## src/rtl/bbu_pkg.sv

```systemverilog
package bbu_pkg;

  typedef enum logic [1:0] {
    AM_FULL   = 2'd0,
    AM_FINE   = 2'd1,
    AM_COARSE = 2'd2,
    AM_NONE   = 2'd3
  } amask_e;

  // channel control word, bit 0 at the bottom
  typedef struct packed {
    logic       after;     // [9]
    logic [1:0] size;      // [8:7]
    logic [1:0] dir;       // [6:5]
    logic [1:0] kind;      // [4:3]
    logic       asid_ign;  // [2]
    amask_e     amode;     // [1:0]
  } chan_ctrl_t;

  localparam int CTRL_W = $bits(chan_ctrl_t);

  localparam int IDX_A_ADDR = 0;
  localparam int IDX_A_ASID = 1;
  localparam int IDX_A_CTRL = 2;
  localparam int IDX_B_ADDR = 3;
  localparam int IDX_B_ASID = 4;
  localparam int IDX_B_CTRL = 5;
  localparam int IDX_B_DATA = 6;
  localparam int IDX_B_DMSK = 7;
  localparam int IDX_MODE   = 8;
  localparam int IDX_CLR    = 9;

endpackage

```

## src/rtl/bbu_regs.sv

```systemverilog
module bbu_regs
  import bbu_pkg::*;
#(
  parameter int AW  = 32,
  parameter int IW  = 8,
  parameter int DW  = 32,
  parameter int RIW = 4
) (
  input  logic           clk,
  input  logic           rst,
  input  logic           reg_wr,
  input  logic [RIW-1:0] reg_idx,
  input  logic [DW-1:0]  reg_wdata,
  output logic [AW-1:0]  a_addr,
  output logic [IW-1:0]  a_asid,
  output chan_ctrl_t     a_ctrl,
  output logic [AW-1:0]  b_addr,
  output logic [IW-1:0]  b_asid,
  output chan_ctrl_t     b_ctrl,
  output logic [DW-1:0]  b_data,
  output logic [DW-1:0]  b_dmask,
  output logic           seq_mode
);

  always_ff @(posedge clk) begin
    if (rst) begin
      a_addr   <= '0;
      a_asid   <= '0;
      a_ctrl   <= '0;
      b_addr   <= '0;
      b_asid   <= '0;
      b_ctrl   <= '0;
      b_data   <= '0;
      b_dmask  <= '1;
      seq_mode <= 1'b0;
    end else if (reg_wr) begin
      case (reg_idx)
        RIW'(IDX_A_ADDR): a_addr   <= reg_wdata[AW-1:0];
        RIW'(IDX_A_ASID): a_asid   <= reg_wdata[IW-1:0];
        RIW'(IDX_A_CTRL): a_ctrl   <= chan_ctrl_t'(reg_wdata[CTRL_W-1:0]);
        RIW'(IDX_B_ADDR): b_addr   <= reg_wdata[AW-1:0];
        RIW'(IDX_B_ASID): b_asid   <= reg_wdata[IW-1:0];
        RIW'(IDX_B_CTRL): b_ctrl   <= chan_ctrl_t'(reg_wdata[CTRL_W-1:0]);
        RIW'(IDX_B_DATA): b_data   <= reg_wdata;
        RIW'(IDX_B_DMSK): b_dmask  <= reg_wdata;
        RIW'(IDX_MODE):   seq_mode <= reg_wdata[0];
        default: ;
      endcase
    end
  end

endmodule

```

## src/rtl/bbu_chan.sv

```systemverilog
module bbu_chan
  import bbu_pkg::*;
#(
  parameter int AW         = 32,
  parameter int IW         = 8,
  parameter int DW         = 32,
  parameter int LOW_FINE   = 10,
  parameter int LOW_COARSE = 12,
  parameter bit HAS_DATA   = 1'b0
) (
  input  chan_ctrl_t    ctrl,
  input  logic [AW-1:0] cfg_addr,
  input  logic [IW-1:0] cfg_asid,
  input  logic [DW-1:0] cfg_data,
  input  logic [DW-1:0] cfg_dmask,
  input  logic          bus_valid,
  input  logic [AW-1:0] bus_addr,
  input  logic [IW-1:0] bus_asid,
  input  logic          bus_fetch,
  input  logic          bus_write,
  input  logic [1:0]    bus_size,
  input  logic [DW-1:0] bus_data,
  output logic          hit,
  output logic          after
);

  logic [AW-1:0] amask;
  logic addr_ok, asid_ok, kind_ok, dir_ok, size_ok, data_cmp, data_ok;

  always_comb begin
    case (ctrl.amode)
      AM_FULL:   amask = '1;
      AM_FINE:   amask = {AW{1'b1}} << LOW_FINE;
      AM_COARSE: amask = {AW{1'b1}} << LOW_COARSE;
      default:   amask = '0;
    endcase
  end

  assign addr_ok  = ((bus_addr ^ cfg_addr) & amask) == '0;
  assign asid_ok  = ctrl.asid_ign || (bus_asid == cfg_asid);
  assign kind_ok  = (ctrl.kind[0] && bus_fetch) || (ctrl.kind[1] && !bus_fetch);
  assign dir_ok   = (ctrl.dir == 2'b00) || (ctrl.dir == 2'b11) ||
                    (ctrl.dir == 2'b01 && !bus_write) ||
                    (ctrl.dir == 2'b10 && bus_write);
  assign size_ok  = (ctrl.size == 2'b11) || (ctrl.size == bus_size);
  assign data_cmp = ((bus_data ^ cfg_data) & ~cfg_dmask) == '0;
  assign data_ok  = HAS_DATA ? data_cmp : 1'b1;

  assign hit   = bus_valid && addr_ok && asid_ok && kind_ok && dir_ok && size_ok && data_ok;
  assign after = ctrl.after && bus_fetch;

endmodule

```

## src/rtl/bbu_seq.sv

```systemverilog
module bbu_seq (
  input  logic clk,
  input  logic rst,
  input  logic seq_mode,
  input  logic cfg_wr,
  input  logic hit_a,
  input  logic hit_b,
  input  logic aft_a,
  input  logic aft_b,
  input  logic clr_a,
  input  logic clr_b,
  output logic brk_req,
  output logic brk_after,
  output logic stat_a,
  output logic stat_b
);

  logic armed_q;
  logic fire, fire_aft;

  assign fire     = seq_mode ? (hit_b && armed_q) : (hit_a || hit_b);
  assign fire_aft = (seq_mode || !hit_a) ? aft_b : aft_a;

  always_ff @(posedge clk) begin
    if (rst) begin
      armed_q   <= 1'b0;
      brk_req   <= 1'b0;
      brk_after <= 1'b0;
      stat_a    <= 1'b0;
      stat_b    <= 1'b0;
    end else begin
      brk_req   <= fire;
      brk_after <= fire && fire_aft;
      if (cfg_wr || fire)
        armed_q <= 1'b0;
      else if (seq_mode && hit_a)
        armed_q <= 1'b1;
      stat_a <= hit_a || (stat_a && !clr_a);
      stat_b <= hit_b || (stat_b && !clr_b);
    end
  end

endmodule

```

## src/rtl/bus_break_unit.sv

```systemverilog
module bus_break_unit
  import bbu_pkg::*;
#(
  parameter int AW         = 32,
  parameter int IW         = 8,
  parameter int DW         = 32,
  parameter int RIW        = 4,
  parameter int LOW_FINE   = 10,
  parameter int LOW_COARSE = 12
) (
  input  logic           clk,
  input  logic           rst,
  input  logic           reg_wr,
  input  logic [RIW-1:0] reg_idx,
  input  logic [DW-1:0]  reg_wdata,
  input  logic           bus_valid,
  input  logic [AW-1:0]  bus_addr,
  input  logic [IW-1:0]  bus_asid,
  input  logic           bus_fetch,
  input  logic           bus_write,
  input  logic [1:0]     bus_size,
  input  logic [DW-1:0]  bus_data,
  output logic           brk_req,
  output logic           brk_after,
  output logic           stat_a,
  output logic           stat_b
);

  logic [AW-1:0] a_addr, b_addr;
  logic [IW-1:0] a_asid, b_asid;
  chan_ctrl_t    a_ctrl, b_ctrl;
  logic [DW-1:0] b_data, b_dmask;
  logic          seq_mode;
  logic          hit_a, hit_b, aft_a, aft_b;
  logic          clr_a, clr_b;

  assign clr_a = reg_wr && (reg_idx == RIW'(IDX_CLR)) && reg_wdata[0];
  assign clr_b = reg_wr && (reg_idx == RIW'(IDX_CLR)) && reg_wdata[1];

  bbu_regs #(.AW(AW), .IW(IW), .DW(DW), .RIW(RIW)) u_regs (
    .clk(clk), .rst(rst), .reg_wr(reg_wr), .reg_idx(reg_idx), .reg_wdata(reg_wdata),
    .a_addr(a_addr), .a_asid(a_asid), .a_ctrl(a_ctrl),
    .b_addr(b_addr), .b_asid(b_asid), .b_ctrl(b_ctrl),
    .b_data(b_data), .b_dmask(b_dmask), .seq_mode(seq_mode)
  );

  bbu_chan #(.AW(AW), .IW(IW), .DW(DW), .LOW_FINE(LOW_FINE),
             .LOW_COARSE(LOW_COARSE), .HAS_DATA(1'b0)) u_chan_a (
    .ctrl(a_ctrl), .cfg_addr(a_addr), .cfg_asid(a_asid),
    .cfg_data('0), .cfg_dmask('1),
    .bus_valid(bus_valid), .bus_addr(bus_addr), .bus_asid(bus_asid),
    .bus_fetch(bus_fetch), .bus_write(bus_write), .bus_size(bus_size),
    .bus_data(bus_data), .hit(hit_a), .after(aft_a)
  );

  bbu_chan #(.AW(AW), .IW(IW), .DW(DW), .LOW_FINE(LOW_FINE),
             .LOW_COARSE(LOW_COARSE), .HAS_DATA(1'b1)) u_chan_b (
    .ctrl(b_ctrl), .cfg_addr(b_addr), .cfg_asid(b_asid),
    .cfg_data(b_data), .cfg_dmask(b_dmask),
    .bus_valid(bus_valid), .bus_addr(bus_addr), .bus_asid(bus_asid),
    .bus_fetch(bus_fetch), .bus_write(bus_write), .bus_size(bus_size),
    .bus_data(bus_data), .hit(hit_b), .after(aft_b)
  );

  bbu_seq u_seq (
    .clk(clk), .rst(rst), .seq_mode(seq_mode), .cfg_wr(reg_wr),
    .hit_a(hit_a), .hit_b(hit_b), .aft_a(aft_a), .aft_b(aft_b),
    .clr_a(clr_a), .clr_b(clr_b),
    .brk_req(brk_req), .brk_after(brk_after), .stat_a(stat_a), .stat_b(stat_b)
  );

endmodule

```

## config.mk

```make
export PLATFORM = sky130hd
export DESIGN_NAME = bus_break_unit
export DESIGN_NICKNAME = d
export VERILOG_FILES = /design/src/rtl/bbu_pkg.sv /design/src/rtl/bbu_regs.sv /design/src/rtl/bbu_chan.sv /design/src/rtl/bbu_seq.sv /design/src/rtl/bus_break_unit.sv
export SDC_FILE = /design/constraint.sdc
export NUM_CORES = 1
export LEC_CHECK = 0
export CAP_MARGIN = 20
export CORE_MARGIN = 1
export CORE_UTILIZATION = 54
export CTS_CLUSTER_DIAMETER = 100
export DETAILED_ROUTE_END_ITERATION = 6
export GPL_TIMING_DRIVEN = 0
export PLACE_DENSITY_LB_ADDON = 0.05
export SYNTH_ARGS = -nofsm -noshare
export SYNTH_HDL_FRONTEND = slang
export SYNTH_SLANG_ARGS = --single-unit
export TNS_END_PERCENT = 20
```

## constraint.sdc

```tcl
create_clock -name clk -period 3.65 [get_ports clk]
set_clock_uncertainty 0.2 [all_clocks]
set_input_delay 1.095 -clock clk [delete_from_list [all_inputs] [get_ports clk]]
set_output_delay 1.095 -clock clk [all_outputs]
set_load 0.03 [all_outputs]
```

======== Yosys cells after proc, flatten, opt, wreduce, memory -nomap -nowiden ========
Cells that the tools add are included.
W data, S select, Z words.
word-level totals
  ROM bits ................................ 0
  memories kept ........................... 0
  output and inout port bits .............. 4
  input bits .............................. 116
  register bits ........................... 170
  memory bits (writable) .................. 0
  bits in latches ......................... 0
cells by class
  magnitude comparators ................... 0
  reductions and logical operators ........ 69
  multipliers ............................. 0
  shift operators ......................... 0
  equality and inequality tests ........... 25
  bitwise operators ....................... 7
  multiplexer cells ....................... 4
  add/subtract/negate cells ............... 0
  divide/modulo/power cells ............... 0
operators with widths
  kind                  count
  $pmux W32 S3          2
  $and A32 B32 Y32      3
  $logic_not A32 Y1     3
  $xor A32 B32 Y32      3
  $not A32 Y32          1
  $logic_and A1 B1 Y1   29
  $reduce_and A2 Y1     9
  $logic_or A1 B1 Y1    17
  $eq A2 B2 Y1 const B  8
  $eq A4 B3 Y1 const B  4
  $eq A8 B8 Y1          2
  $eq A2 B1 Y1 const B  4
  $eq A4 B2 Y1 const B  2
  $eq A4 B4 Y1 const B  2
  $logic_not A2 Y1      4
  $logic_not A1 Y1      5
  $eq A2 B2 Y1          2
  $eq A4 B1 Y1 const B  1
  $logic_not A4 Y1      1
  $mux W1               2
  $reduce_or A2 Y1      1

======== Logic depth before layout (Yosys ltp) ========
Gate-level depths: netlist of the first run.
  word-level depth ........................ 14
  gate-level depth with buffers ........... 9

======== Modules after synthesis ========
Synthesis of the first run repeated with hierarchy kept, for this count alone.
unflattened totals
  cells, all modules ...................... 840
  area, all modules ....................... 8361.8 µm²
by module, submodules not included
  module                area an instance (µm²)  instances  cells each
  bbu_regs              6567.5                  1          616
  bbu_chan at u_chan_b  998.5                   1          126
  bbu_chan at u_chan_a  565.5                   1          71
  bbu_seq               192.7                   1          19
  bus_break_unit        37.5                    1          8

======== Worst setup path before layout of the first run ========
OpenSTA, ideal clock, no wires.
  kind .................................... input to register
  from .................................... input bus_data[18]
  to ...................................... register u_seq.brk_after
  stages on the path ...................... 7
  path buffers ............................ 0
  setup slack ............................. 0.294 ns
  arrival ................................. 3.052 ns
  setup time .............................. 0.103 ns
  cells stage by stage .................... xnor2_1 -> o22ai_1 -> or4_1 -> or4_4 -> nor4_4 -> o21bai_2 -> a2111oi_2
on the way
  word-level cells in the longest chain between the ends .. 7
RTL lines
  item                                                              line                  RTL
  from (decl)                                                       bus_break_unit.sv:22  input logic [DW-1:0] bus_data,
  $xor A32 B32 Y32 *                                                bbu_chan.sv:46        assign data_cmp = ((bus_data ^ cfg_data) & ~cfg_dmask) == '0;
  $and A32 B32 Y32 *                                                bbu_chan.sv:46
  $logic_not A32 Y1 *                                               bbu_chan.sv:46
  $logic_and A1 B1 Y1 *                                             bbu_chan.sv:49        assign hit = bus_valid && addr_ok && asid_ok && kind_ok && dir_ok && size_ok && data_ok;
  $logic_or A1 B1 Y1 / $logic_and A1 B1 Y1 (equally long branches)  bbu_seq.sv:21         assign fire = seq_mode ? (hit_b && armed_q) : (hit_a || hit_b);
  $mux W1 *                                                         bbu_seq.sv:21
  $logic_and A1 B1 Y1 *                                             bbu_seq.sv:33         brk_after <= fire && fire_aft;
  to (signal assigned)                                              bbu_seq.sv:33
  to (decl)                                                         bbu_seq.sv:13         output logic brk_after,
Mark *: on every way between the ends. The rest lies on a longest branch, timed or not.
A chain may end at the register's enable or synchronous reset.

======== Worst setup path in the final report of the first run ========
  from .................................... input bus_addr[17]
  to ...................................... register u_seq.brk_after
on the way
  word-level cells in the longest chain between the ends .. 12
RTL lines
  item                                                            line                           RTL
  from (decl)                                                     bus_break_unit.sv:17           input logic [AW-1:0] bus_addr,
  $xor A32 B32 Y32                                                bbu_chan.sv:39                 assign addr_ok = ((bus_addr ^ cfg_addr) & amask) == '0;
  $and A32 B32 Y32                                                bbu_chan.sv:39
  $logic_not A32 Y1                                               bbu_chan.sv:39
  $logic_and A1 B1 Y1 (5 in a row)                                bbu_chan.sv:49
  $logic_and A1 B1 Y1 / $logic_not A1 Y1 (equally long branches)  bbu_chan.sv:49, bbu_seq.sv:22
  $logic_or A1 B1 Y1 (tied with other cells)                      bbu_seq.sv:21
  $mux W1, on equally long branches                               bbu_seq.sv:21, bbu_seq.sv:22
  $logic_and A1 B1 Y1 *                                           bbu_seq.sv:33
Marks and branches as above.

==> results.md, run 1 <==
Clocking:
- The clock tree from TritonCTS is done.
- The later-pin clock latency in the skew report is 0.43 ns.
- For this design, the CTS-stage hold fixing added 0 buffers.
- CTS placed an instance of sky130_fd_sc_hd__clkbuf_16 at the clock tree root.
- The clock transition at the registers of the reported paths is 0.06 ns.
- The H-tree depth is 4.
- The number of buffers inserted during clock tree synthesis is 17.
- The number of sinks driven by the clock tree is 170.
- The number of buffers inserted by post-CTS setup repair is 0.
- The maximum number of buffers from clock root to sink is 2.

Logic synthesis:
- Synthesis produced a netlist with a net count of 1000.
- The most common flop cell mapped by yosys is sky130_fd_sc_hd__dfxtp_1.
- The mux contribution to synthesized area is 5.49%.
- The number of warnings printed during yosys synthesis is 0.
- The count of state elements after synthesis is 170.
- The number of flops mapped to enable cells by yosys is 0.
- By area the synthesized netlist is led by sky130_fd_sc_hd__dfxtp_1 (45%), sky130_fd_sc_hd__nand2_1 (9.9%), sky130_fd_sc_hd__xnor2_1 (9.5%).
- Yosys mapped the design onto 44 distinct sky130hd cell types.
- The average footprint of a synthesized cell is 8.59 um^2.
- After Yosys synthesis, and, or, nand and nor cells account for 19.0% of the synthesized area.
- Of the total synthesized cell area, the portion taken by XOR and XNOR cells is 13.0%.
- In the synthesized netlist the async set-or-reset flop fraction comes to 0%.
- The fraction of synthesized cell area taken by the top area cell type is 45.0%.
- The leading area contributor after synthesis is sky130_fd_sc_hd__dfxtp_1.
- The post-synth design cell area is 7560 um^2.
- The post-synthesis instance total is 880.
- The compound-cell area share of the yosys netlist is 13.8%.
- Of the total synthesized cell area, the portion taken by full adders, half adders and majority gates is 0.662%.
- The largest family of logic cells by synthesized area is simple AND/OR/NAND/NOR gates.
- The sequential share of the synthesized area is 45.0%.

Global routing:
- The number of global-route vias before repair was 6249.
- The total overflow reported by the global router is 0.
- In the global route stage, met2 resource usage came out at 47.8%.
- The routing usage on met1 is 43.5%.
- The largest net degree at the start of global routing is 17.
- The first-pass GRT wire length is 33.5 mm.
- The routing usage on met3 is 5.00%.
- The layer with the highest usage is met2.
- The initial antenna violation count is 0.
- In the global route stage, overall resource usage came out at 31.0%.

Placement:
- The congestion estimate from routability-driven global placement came to 0.824.
- The detailed-placement wirelength estimate is 15.8 mm.
- The area after detailed placement is 8870 um^2.
- The number of placed cells counting well taps is 1165.
- The number of input and output port buffers inserted is 109.

STA:
- The number of hold violations in the final report is 0.
- The final critical path takes up 99.7% of the cycle.
- The worst pin sits at a relative slew slack of 26.9%.
- Setup repair after global routing left no endpoint under its margin.
- Setup violations remaining at the end of the flow were counted as 0.
- The final max-slew violation count is 0.
- The worst path in the final design needs a cycle of 3.64 ns, including I/O delays and setup.
- The highest clock frequency the design can meet is 0.275 GHz.
- At the pin with the least slew margin, the transition time is 1.09 ns.

Setup path:
- At the worst endpoint, the arrival time is 3.76 ns.
- STA classifies the critical path startpoint as an input port.
- Together, buffers and inverters on the worst path number 1.
- Broken down by cell family, the worst path's largest delay share belongs to simple AND/OR/NAND/NOR gates.
- The largest individual stage delay along the critical path comes from the cell sky130_fd_sc_hd__or4_1.
- The highest fanout seen on the critical path is 2.
- At the worst endpoint, the required time is 3.77 ns.
- In this design, the stage delay of the slowest critical-path cell is 0.63 ns.
- The critical path goes through clkdlybuf4s50_1 > xor2_1 > nor4_1 > a41oi_1 > or4_1 > mux2i_1 > a2111oi_2.
- The nature of the critical path endpoint is a flip-flop.
- The path type of the worst setup path is in2reg.

Cells and area:
- The layout filler cell count is 1122.
- The area growth from synthesis to layout is 25.6%.
- The final design instance area without fill is 9490 um^2.
- Summing all multi-input logic gate instances after layout gives 3970 um^2.
- The net count of the finished layout is 1129.
- Of the cells placed in the final design, the portion with a size suffix greater than 1 is 3.83%.
- The register area is 3400 um^2.
- The finished layout holds 1194 standard cells, fillers aside.
- The antenna cell count is 0.

Die:
- The number of placed I/O pins is 120.
- The horizontal extent of the die is 120 um.
- The die covers 14500 um^2.
- The height of the die is 120 um.
- The floorplan has 42 rows.
- For this configuration, the core starts out at a cell density of 56.2%.
- The core footprint is 13500 um^2.

Power:
- The static leakage is 3.33 nW.
- The worst vdd rail ir drop is 284 uV.
- The power per cell area is 430 nW/um^2.

Detailed routing:
- The final antenna-violating net count is 0.
- Dividing the detail-routed via count by the number of cells gives 5.60.
- The number of search-and-repair iterations in the first detailed-routing pass is 6.
- The first routing iteration left 558 violations.
- The overall via count from detail_route is 6683.
- In the routed design, unresolved DRC markers number 0.
- The sum of routed wire length over all layers is 21.8 mm.
- The detailed-route wire length per cell is 18.3 um.

Outcome:
- The run finished with clean final reports.

Run:
- The max-cap violation count is 0.

Hold path:
- The worst min-delay path category is reg2reg.
[final timing paths]
check	to	start	depth (start not counted)	slack (ns)
min reg2reg	u_regs.b_addr[10]	u_regs.b_addr[10]	2	0.26
min	u_regs.b_addr[10]	u_regs.b_addr[10]	2	0.26
max reg2reg	u_seq.brk_after	u_regs.a_addr[17]	6	0.83
max	u_seq.brk_after	bus_addr[17]	7	0.01
[per-stage QoR]
step	hold WS, ns	utilization, %	worst slack [ns]	TNS [ns]	total power, mW
finish	0.264	70.6	0.0119	0	4.08
global route	0.282	70.6	0.00160	0	4.20
CTS	0.267	70.3	0.0110	0	4.08
detailed placement	0.259	65.9	-0.455	-8.23	2.33
global placement	0.254	65.9	-0.414	-8.47	2.33
floorplan	0.239	-	0.294	0	2.11
[cells in the mapped netlist, types with 2 or more instances]
cell type	instances
sky130_fd_sc_hd__o22ai_1	15
sky130_fd_sc_hd__nand2_1	199
sky130_fd_sc_hd__inv_1	7
sky130_fd_sc_hd__nand3b_1	2
sky130_fd_sc_hd__xnor2_1	82
sky130_fd_sc_hd__ha_1	4
sky130_fd_sc_hd__nor2b_1	35
sky130_fd_sc_hd__a211o_1	32
sky130_fd_sc_hd__nor4_1	11
sky130_fd_sc_hd__nor2_1	47
sky130_fd_sc_hd__buf_1	3
sky130_fd_sc_hd__mux2i_1	37
sky130_fd_sc_hd__clkbuf_1	52
sky130_fd_sc_hd__xor2_1	30
sky130_fd_sc_hd__a21oi_1	106
sky130_fd_sc_hd__nor3_1	3
sky130_fd_sc_hd__or4_1	3
sky130_fd_sc_hd__dfxtp_1	170
sky130_fd_sc_hd__mux2_1	3
sky130_fd_sc_hd__nand3_1	2
sky130_fd_sc_hd__nand4_1	13
sky130_fd_sc_hd__o221ai_1	2
[flip-flops by register name, indices dropped and copies added (netlist names), 8 cells and up]
name,flops
u_regs.b_asid,8
u_regs.a_ctrl,10
u_regs.b_data,32
u_regs.b_ctrl,10
u_regs.b_dmask,32
u_regs.a_addr,32
u_regs.b_addr,32
u_regs.a_asid,8
[timing repair]
item	in CTS	in global routing
endpoints found under the setup margin	1	11
pin swaps	0	1
gates resized for setup	3	4
[cell families after synthesis]
family                   count (synthesis)
adder cells (fa/ha/maj)                  4
multiplexers                            41
buffers and inverters                   62
AND/OR/NAND/NOR                        323
XOR/XNOR                               112
AO/OA/AOI/OAI                          168
flip-flops                             170
[worst reg2reg max path, cell delays in order, from the launching register on]
cell and delay [ns]:
sky130_fd_sc_hd__dfxtp_1 0.32, sky130_fd_sc_hd__xor2_1 0.16, sky130_fd_sc_hd__nor4_1 0.62, sky130_fd_sc_hd__a41oi_1 0.27
sky130_fd_sc_hd__or4_1 0.63, sky130_fd_sc_hd__mux2i_1 0.17, sky130_fd_sc_hd__a2111oi_2 0.35
[per-layer routing]
metal	wire, um	up-vias	share of wire [%]
li1	-	3217	-
met1	9780	3158	45
met2	9790	261	45
met3	1670	47	7.7
met4	556	0	2.6
met5	0	-	0
[placed cells by master (no fill, tap or decap), types with 3 or more instances in the layout]
cell / instances
sky130_fd_sc_hd__nor2_1: 46
sky130_fd_sc_hd__nor2b_1: 35
sky130_fd_sc_hd__clkdlybuf4s50_1: 109
sky130_fd_sc_hd__or4_1: 3
sky130_fd_sc_hd__a211o_1: 32
sky130_fd_sc_hd__dfxtp_1: 170
sky130_fd_sc_hd__clkbuf_8: 5
sky130_fd_sc_hd__xnor2_1: 80
sky130_fd_sc_hd__nand4_1: 13
sky130_fd_sc_hd__xor2_1: 30
sky130_fd_sc_hd__buf_1: 3
sky130_fd_sc_hd__nor4_1: 9
sky130_fd_sc_hd__clkbuf_16: 17
sky130_fd_sc_hd__a21oi_1: 106
sky130_fd_sc_hd__nand2_1: 199
sky130_fd_sc_hd__o22ai_1: 14
sky130_fd_sc_hd__mux2_1: 3
sky130_fd_sc_hd__ha_1: 4
sky130_fd_sc_hd__mux2i_1: 37
sky130_fd_sc_hd__inv_1: 7
sky130_fd_sc_hd__clkbuf_1: 56
[power by group]
part	leakage [nW]	internal, mW	total (mW)	switching [mW]
clock	0.278	1.08	1.78	0.697
sequential	1.37	1.88	1.90	0.0163
combinational	1.68	0.194	0.404	0.210
[layout make-up]
type	instances	area share, %
buffer	55	2.17
clock buffer	26	5.36
clock inverter	2	0.633
inverter	7	0.277
multi-input combinational	648	41.8
sequential	170	35.9
tap	176	2.32
timing repair buffer	110	11.6
(Power assumes the default switching activity.)
==> run 2, diff against run 1 <==
--- a/config.mk
+++ b/config.mk
@@ -12,6 +12,7 @@
 export DETAILED_ROUTE_END_ITERATION = 6
 export GPL_TIMING_DRIVEN = 0
 export PLACE_DENSITY_LB_ADDON = 0.05
+export SKIP_CTS_REPAIR_TIMING = 1
 export SYNTH_ARGS = -nofsm -noshare
 export SYNTH_HDL_FRONTEND = slang
 export SYNTH_SLANG_ARGS = --single-unit
==> run 2 against run 1 <==
Via count grew 0.66%. Worst setup slack gained 0.038 ns. Sequential power is essentially flat. Largest cell class unchanged. Die area is the same. Largest power group unchanged. Combinational power is essentially flat.
==> results.md, run 2 (synthesis gave the netlist of run 1 again) <==
Global routing:
- The initial antenna violation count came to 0 (unchanged).
- The first-pass GRT wire length was 33.5 mm (about the same).
- The number of global-route vias before repair is 6255 (+0.096%).
- The global-route usage over all layers is 31.0% (about the same).
- The total overflow reported by the global router came to 0 (unchanged).
- The largest net degree at the start of global routing is 17 (unchanged).

Placement:
- The detailed-placement wirelength estimate came to 15.8 mm (unchanged).
- The area after detailed placement is 8870 um^2 (unchanged).
- The final weighted congestion of routability-driven global placement is 0.824 (unchanged).
- The number of input and output port buffers inserted is 109 (unchanged).

Setup path:
- The delay contributed by the slowest stage of the critical path is 0.63 ns (about the same).
- In this run the critical register-to-register path is launched from u_regs.a_ctrl[5].
- The kind of cell with the highest combined delay along the critical path is simple AND/OR/NAND/NOR gates.
- The startpoint of the worst setup timing path is bus_addr[20].
- On the critical path, the stage with the largest delay is an instance of sky130_fd_sc_hd__or4_1.
- The critical path goes through clkdlybuf4s50_1 > xor2_1 > nor4_1 > a41oi_1 > or4_1 > mux2i_1 > a2111oi_2.
- The data arrival time of the worst path is 3.72 ns (-0.04 ns).
- The sum of buffers and inverters on the critical path was 1 (unchanged).
- The required time at the worst-slack endpoint is 3.77 ns (about the same).
- The reg2reg setup slack is 0.83 ns (about the same).
- The highest fanout seen on the critical path is 2 (unchanged).
- The nature of the critical path endpoint is a flip-flop.
- The worst setup path is launched from an input port.
- The setup path with the least slack is of type in2reg.

Die:
- The horizontal extent of the die is 120 um (unchanged).
- The row count is 42 (unchanged).
- The number of placed I/O pins was 120 (unchanged).
- The area of the die is 14500 um^2 (unchanged).
- The height of the die is 120 um (unchanged).
- The core footprint was 13500 um^2 (unchanged).
- The initial core utilization is 56.2% (unchanged).

Detailed routing:
- The mean number of vias per cell is 5.63 (+0.66%).
- The wire length on met1 is 9.88 mm (+0.99%).
- The violation count after the first detailed-routing iteration is 588 (+5.4%).
- The overall via count from detail_route is 6727 (+0.66%).
- The sum of routed wire length over all layers was 21.7 mm (-0.50%).
- The DRC violation count after routing was 0 (unchanged).
- The detailed-route wire length per cell is 18.2 um (-0.50%).
- The number of search-and-repair iterations in the first detailed-routing pass was 5 (-1).
- The amount of wire on met3 after detailed routing is 1.54 mm (-7.9%).
- The met2 layer wire length in the routed design was 9.69 mm (-0.99%).
- The final antenna-violating net count is 0 (unchanged).
- The highest layer used for signal routing is met4.

STA:
- The post-route fraction of the period consumed by the critical path was 98.6% (-1.0 points).
- The number of failing setup endpoints in the final timing report is 0 (unchanged).
- The highest clock frequency the design can meet came to 0.278 GHz (+1.1%).
- The slew of the pin with the lowest slew margin is 1.10 ns (+0.0127 ns).
- The final critical path time including I/O delays and setup is 3.60 ns (-0.0381 ns).
- The final max-slew violation count came to 0 (unchanged).
- The number of hold violations in the final report is 0 (unchanged).
- The relative slew slack is 26.1% (-0.85 points).

Clocking:
- The number of buffers inserted during clock tree synthesis is 17 (unchanged).
- CTS placed an instance of sky130_fd_sc_hd__clkbuf_16 at the clock tree root.
- The later-pin clock latency in the skew report is 0.43 ns (about the same).
- The clock tree from TritonCTS is done.
- The H-tree depth is 4 (unchanged).
- The number of sinks driven by the clock tree is 170 (unchanged).
- The maximum number of buffers from clock root to sink came to 2 (unchanged).
- The clock transition at the registers of the reported paths is 0.06 ns (about the same).

Power:
- The power per cell area came to 430 nW/um^2 (about the same).
- The static leakage is 3.33 nW (-0.15%).
- The post-layout total power came to 4.08 mW (-0.11%).
- The worst vdd rail ir drop is 282 uV (-0.84%).

Hold path:
- The path class of the tightest hold or removal check is reg2reg.
- In this run the most critical hold path is launched from u_regs.a_addr[6].

Run:
- The max-cap violation count was 0 (unchanged).

Cells and area:
- The number of nets in the layout is 1129 (unchanged).
- The final design instance area without fill was 9490 um^2 (about the same).
- In the layout the commonest cells are sky130_fd_sc_hd__nand2_1 (199), sky130_fd_sc_hd__dfxtp_1 (170), sky130_fd_sc_hd__clkdlybuf4s50_1 (109).
- The fraction of layout cells with a size suffix above 1 was 3.73% (-0.098 points).
- The antenna cell count is 0 (unchanged).
- The leading cell type in the layout, fill and taps excluded is sky130_fd_sc_hd__nand2_1.
- The post-synthesis to final-layout area growth is 25.5% (about the same).

Outcome:
- The run finished with clean final reports.
-- run 2: cell types whose count changed in the layout (fill, tap and decap cells not counted) --
| cell | change |
|---|---|
| sky130_fd_sc_hd__xnor2_2 | -1 |
| sky130_fd_sc_hd__xnor2_1 | +1 |
-- run 2: area by class of cell --
type	instances	area [um^2]
multi-input cells	648	3960
well taps	176	220
inverters	7	26.3
flip-flops and latches	170	3400
fillers	1127	3970
clock buffers	26	509
plain buffers	55	206
repair buffers	110	1100
clock inverters	2	60.1
-- run 2: final timing paths --
kind                            cells past startpoint               end
worst max-delay path                                7   u_seq.brk_after
worst max register to register                      8   u_seq.brk_after
worst min-delay path                                2  u_regs.a_addr[6]
worst min register to register                      2  u_regs.a_addr[6]
-- run 2: power by group --
group	total, mW	leakage, nW	switching (mW)	internal (mW)
clock network	1.78	0.278	0.693	1.08
registers	1.90	1.37	0.0162	1.88
logic	0.403	1.67	0.210	0.194
-- run 2: layer usage --
metal,global-route usage [%],up-vias
met5,0,-
met4,11.8,0
met3,5.05,48
met2,47.7,269
met1,43.5,3186
li1,-,3224
-- run 2: per-stage QoR --
stage	hold WS, ns	util, %	cells	TNS, ns	setup slack (ns)
after floorplan	0.239	-	880	0	0.294
after global placement	0.254	65.9	1165	-8.47	-0.414
after detailed placement	0.259	65.9	1165	-8.23	-0.455
after CTS	0.267	70.2	1193	-0.0289	-0.0289
after global routing	0.282	70.5	1194	-0.0162	-0.0162
final	0.265	70.5	1194	0	0.0501
-- run 2: tightest hold or removal path, stage by stage, from the launching register on --
cell,delay [ns]
sky130_fd_sc_hd__dfxtp_1,0.31
sky130_fd_sc_hd__nand2_1,0.05
sky130_fd_sc_hd__a21oi_1,0.05
==> run 3, diff against run 2 <==
--- a/config.mk
+++ b/config.mk
@@ -8,6 +8,7 @@
 export CAP_MARGIN = 20
 export CORE_MARGIN = 1
 export CORE_UTILIZATION = 54
+export CTS_BUF_LIST = sky130_fd_sc_hd__clkbuf_16
 export CTS_CLUSTER_DIAMETER = 100
 export DETAILED_ROUTE_END_ITERATION = 6
 export GPL_TIMING_DRIVEN = 0
==> run 3 against run 2 <==
Cell count unchanged. Worst hold slack about the same. Flip-flop and latch count unchanged. Critical endpoint unchanged. Highest routed layer unchanged. Worst setup slack worse by 0.037 ns. Count of clock-buffer cells in the layout down 9. Total power down 2.9%. Sequential power about the same. Die area unchanged. Critical path depth unchanged. First-iteration DRC count down 11%. Register-to-register slack about the same. Design area down 0.53%.
==> results.md, run 3 (synthesis gave the netlist of run 1 again) <==
Outcome:
- The flow ran to the end, and the final reports show no timing, DRC or antenna violations.

STA:
- The final max-slew violation count is 0 (unchanged).
- The highest clock frequency the design can meet is 0.275 GHz (-1.0%).
- The slew of the pin with the lowest slew margin is 1.08 ns (-0.0219 ns).
- The total negative setup slack is 0 ns (unchanged).
- The number of hold violations in the final report was 0 (unchanged).
- The final critical path time including I/O delays and setup came to 3.64 ns (+0.0370 ns).
- The post-route fraction of the period consumed by the critical path came to 99.6% (+1.0 points).
- The number of failing setup endpoints in the final timing report is 0 (unchanged).
- The relative slew slack is 27.6% (+1.5 points).

Global routing:
- The first-pass GRT wire length is 33.5 mm (+0.15%).
- The initial antenna violation count came to 0 (unchanged).
- The total overflow reported by the global router is 0 (unchanged).
- The largest net degree at the start of global routing is 17 (unchanged).
- The number of global-route vias before repair is 6240 (-0.24%).
- The global-route usage over all layers is 31.0% (+0.038 points).

Detailed routing:
- The highest layer used for signal routing is met4.
- The overall via count from detail_route was 6661 (-0.98%).
- The amount of wire on met3 after detailed routing came to 1.51 mm (-2.1%).
- The final antenna-violating net count came to 0 (unchanged).
- The violation count after the first detailed-routing iteration came to 522 (-11%).
- The number of search-and-repair iterations in the first detailed-routing pass is 5 (unchanged).
- The detailed-route wire length per cell is 18.2 um (+0.24%).
- The DRC violation count after routing came to 0 (unchanged).
- The sum of routed wire length over all layers was 21.7 mm (+0.24%).
- The mean number of vias per cell is 5.58 (-0.98%).
- The met2 layer wire length in the routed design came to 9.81 mm (+1.2%).
- The wire length on met1 came to 9.94 mm (+0.66%).

Placement:
- The detailed-placement wirelength estimate is 15.8 mm (unchanged).
- The number of input and output port buffers inserted is 109 (unchanged).
- The final weighted congestion of routability-driven global placement came to 0.824 (unchanged).

Clocking:
- TritonCTS built the clock tree.
- The later-pin clock latency in the skew report came to 0.43 ns (about the same).
- The number of buffers inserted during clock tree synthesis is 17 (unchanged).
- The tree is rooted in a sky130_fd_sc_hd__clkbuf_16.
- The H-tree depth is 4 (unchanged).
- The number of sinks driven by the clock tree is 170 (unchanged).
- The clock transition at the registers of the reported paths came to 0.06 ns (about the same).
- The maximum number of buffers from clock root to sink was 2 (unchanged).

Cells and area:
- The area growth from synthesis to layout is 24.8%.
- The number of nets in the layout is 1129 (unchanged).
- The library cells used most frequently in the layout, excluding fill and tap cells, are sky130_fd_sc_hd__nand2_1 (199), sky130_fd_sc_hd__dfxtp_1 (170), sky130_fd_sc_hd__clkdlybuf4s50_1 (109).
- The fraction of layout cells with a size suffix above 1 is 3.24% (-0.49 points).
- The layout filler cell count was 1134 (+0.62%).
- The leading cell type in the layout, fill and taps excluded is sky130_fd_sc_hd__nand2_1.
- The antenna cell count is 0 (unchanged).

Power:
- The cell-internal power is 3.04 mW (-3.7%).
- The switching power was 918 uW (about the same).
- The fraction of power spent switching nets is 23.2% (+0.65 points).
- The worst vdd rail ir drop is 281 uV (-0.37%).
- The power per cell area was 420 nW/um^2 (-2.4%).
- The part of the power in registers was 47.9% (+1.4 points).
- The post-layout total power came to 3.96 mW (-2.9%).
- The static leakage was 3.31 nW (-0.35%).
- The part of the power in combinational logic was 10.2% (+0.3 points).
- The clock network fraction of total power came to 41.9% (-1.7 points).

Die:
- The horizontal extent of the die was 120 um (unchanged).
- The height of the die was 120 um (unchanged).
- The core footprint is 13500 um^2 (unchanged).
- The initial core utilization is 56.2% (unchanged).
- The number of placed I/O pins is 120 (unchanged).
- The row count is 42 (unchanged).
- The area of the die is 14500 um^2 (unchanged).

Setup path:
- The beginning of the worst register-to-register path is u_regs.a_ctrl[5].
- The data arrival time of the worst path is 3.75 ns (+0.03 ns).
- The reg2reg setup slack was 0.82 ns (about the same).
- The path type of the worst setup path is in2reg.
- The delay contributed by the slowest stage of the critical path is 0.63 ns (about the same).
- The worst setup path is captured at a flip-flop.
- The startpoint kind of the worst setup timing path is an input port.
- The highest fanout seen on the critical path is 2 (unchanged).
- The critical path goes through clkdlybuf4s50_1 > xor2_1 > nor4_1 > a41oi_1 > or4_1 > mux2i_1 > a2111oi_2.
- Among all stages on the critical path, the largest delay is contributed by sky130_fd_sc_hd__or4_1.
- The required time at the worst-slack endpoint is 3.77 ns (about the same).
- The worst register-to-register path ends at u_seq.brk_after.
- The cell depth of the worst flop-to-flop path is 8 (unchanged).

Hold path:
- For hold timing, the worst endpoint is u_regs.a_addr[4].
- The hold-critical path depth is 2 (unchanged).
- The worst hold path begins at u_regs.a_addr[4].
- In this run the worst hold path is classified as reg2reg.

Run:
- The max-cap violation count is 0 (unchanged).
run 3: cell types whose count changed in the layout (fill, tap and decap cells not counted):
cell,before,now
sky130_fd_sc_hd__clkinv_1,0,5
sky130_fd_sc_hd__inv_1,7,11
sky130_fd_sc_hd__clkbuf_8,5,0
sky130_fd_sc_hd__clkbuf_1,56,52
run 3: metal layers:
layer	vias up	global-route usage [%]
met3	37	4.53
met1	3140	43.9
met4	0	12.2
met5	-	0
met2	262	47.7
li1	3222	-
run 3: final cells by class:
type,instances,area (um^2),area share [%]
Buffer,55,206,2.19
Clock buffer,17,425,4.51
Clock inverter,11,93.8,0.995
Inverter,7,26.3,0.278
Multi-Input combinational cell,648,3960,41.9
Sequential cell,170,3400,36.1
Tap cell,176,220,2.33
Timing Repair Buffer,110,1100,11.7
run 3: metrics by stage:
step,hold WS [ns],setup WS (ns),area [um^2],std cells,util [%]
after floorplan,0.239,0.294,7560,880,-
after global placement,0.254,-0.414,8870,1165,65.9
after detailed placement,0.259,-0.455,8870,1165,65.9
after CTS,0.267,-0.0287,9390,1193,69.8
after global routing,0.282,-0.0196,9440,1194,70.1
final,0.265,0.0131,9440,1194,70.1
run 3: critical path: cells and delay by family:
| kind | cells | cell delay [ns] |
|---|---|---|
| buffers and inverters | 1 | 0.46 |
| multiplexers | 1 | 0.17 |
| XOR/XNOR | 1 | 0.16 |
| AND/OR/NAND/NOR | 2 | 1.25 |
| AO/OA/AOI/OAI | 2 | 0.61 |
run 3: how the worst max path moves through the flow:
stage / start / depth (start not counted) / endpoint
final: bus_addr[17] / 7 / u_seq.brk_after
after global routing: bus_data[23] / 8 / u_seq.brk_after
after CTS: bus_addr[14] / 8 / u_seq.brk_after
after detailed placement: bus_data[18] / 8 / u_seq.brk_after
after global placement: bus_asid[3] / 8 / u_seq.brk_after
after floorplan: bus_data[18] / 7 / u_seq.brk_after
run 3: power groups by stage:
| stage | registers, mW | logic (mW) | clock network, mW |
|---|---|---|---|
| after detailed placement | 1.94 | 0.393 | 0 |
| after floorplan | 1.94 | 0.173 | 0 |
| after CTS | 1.90 | 0.397 | 1.66 |
| after global placement | 1.94 | 0.392 | 0 |
| after global routing | 1.90 | 0.430 | 1.75 |
| final | 1.90 | 0.403 | 1.66 |
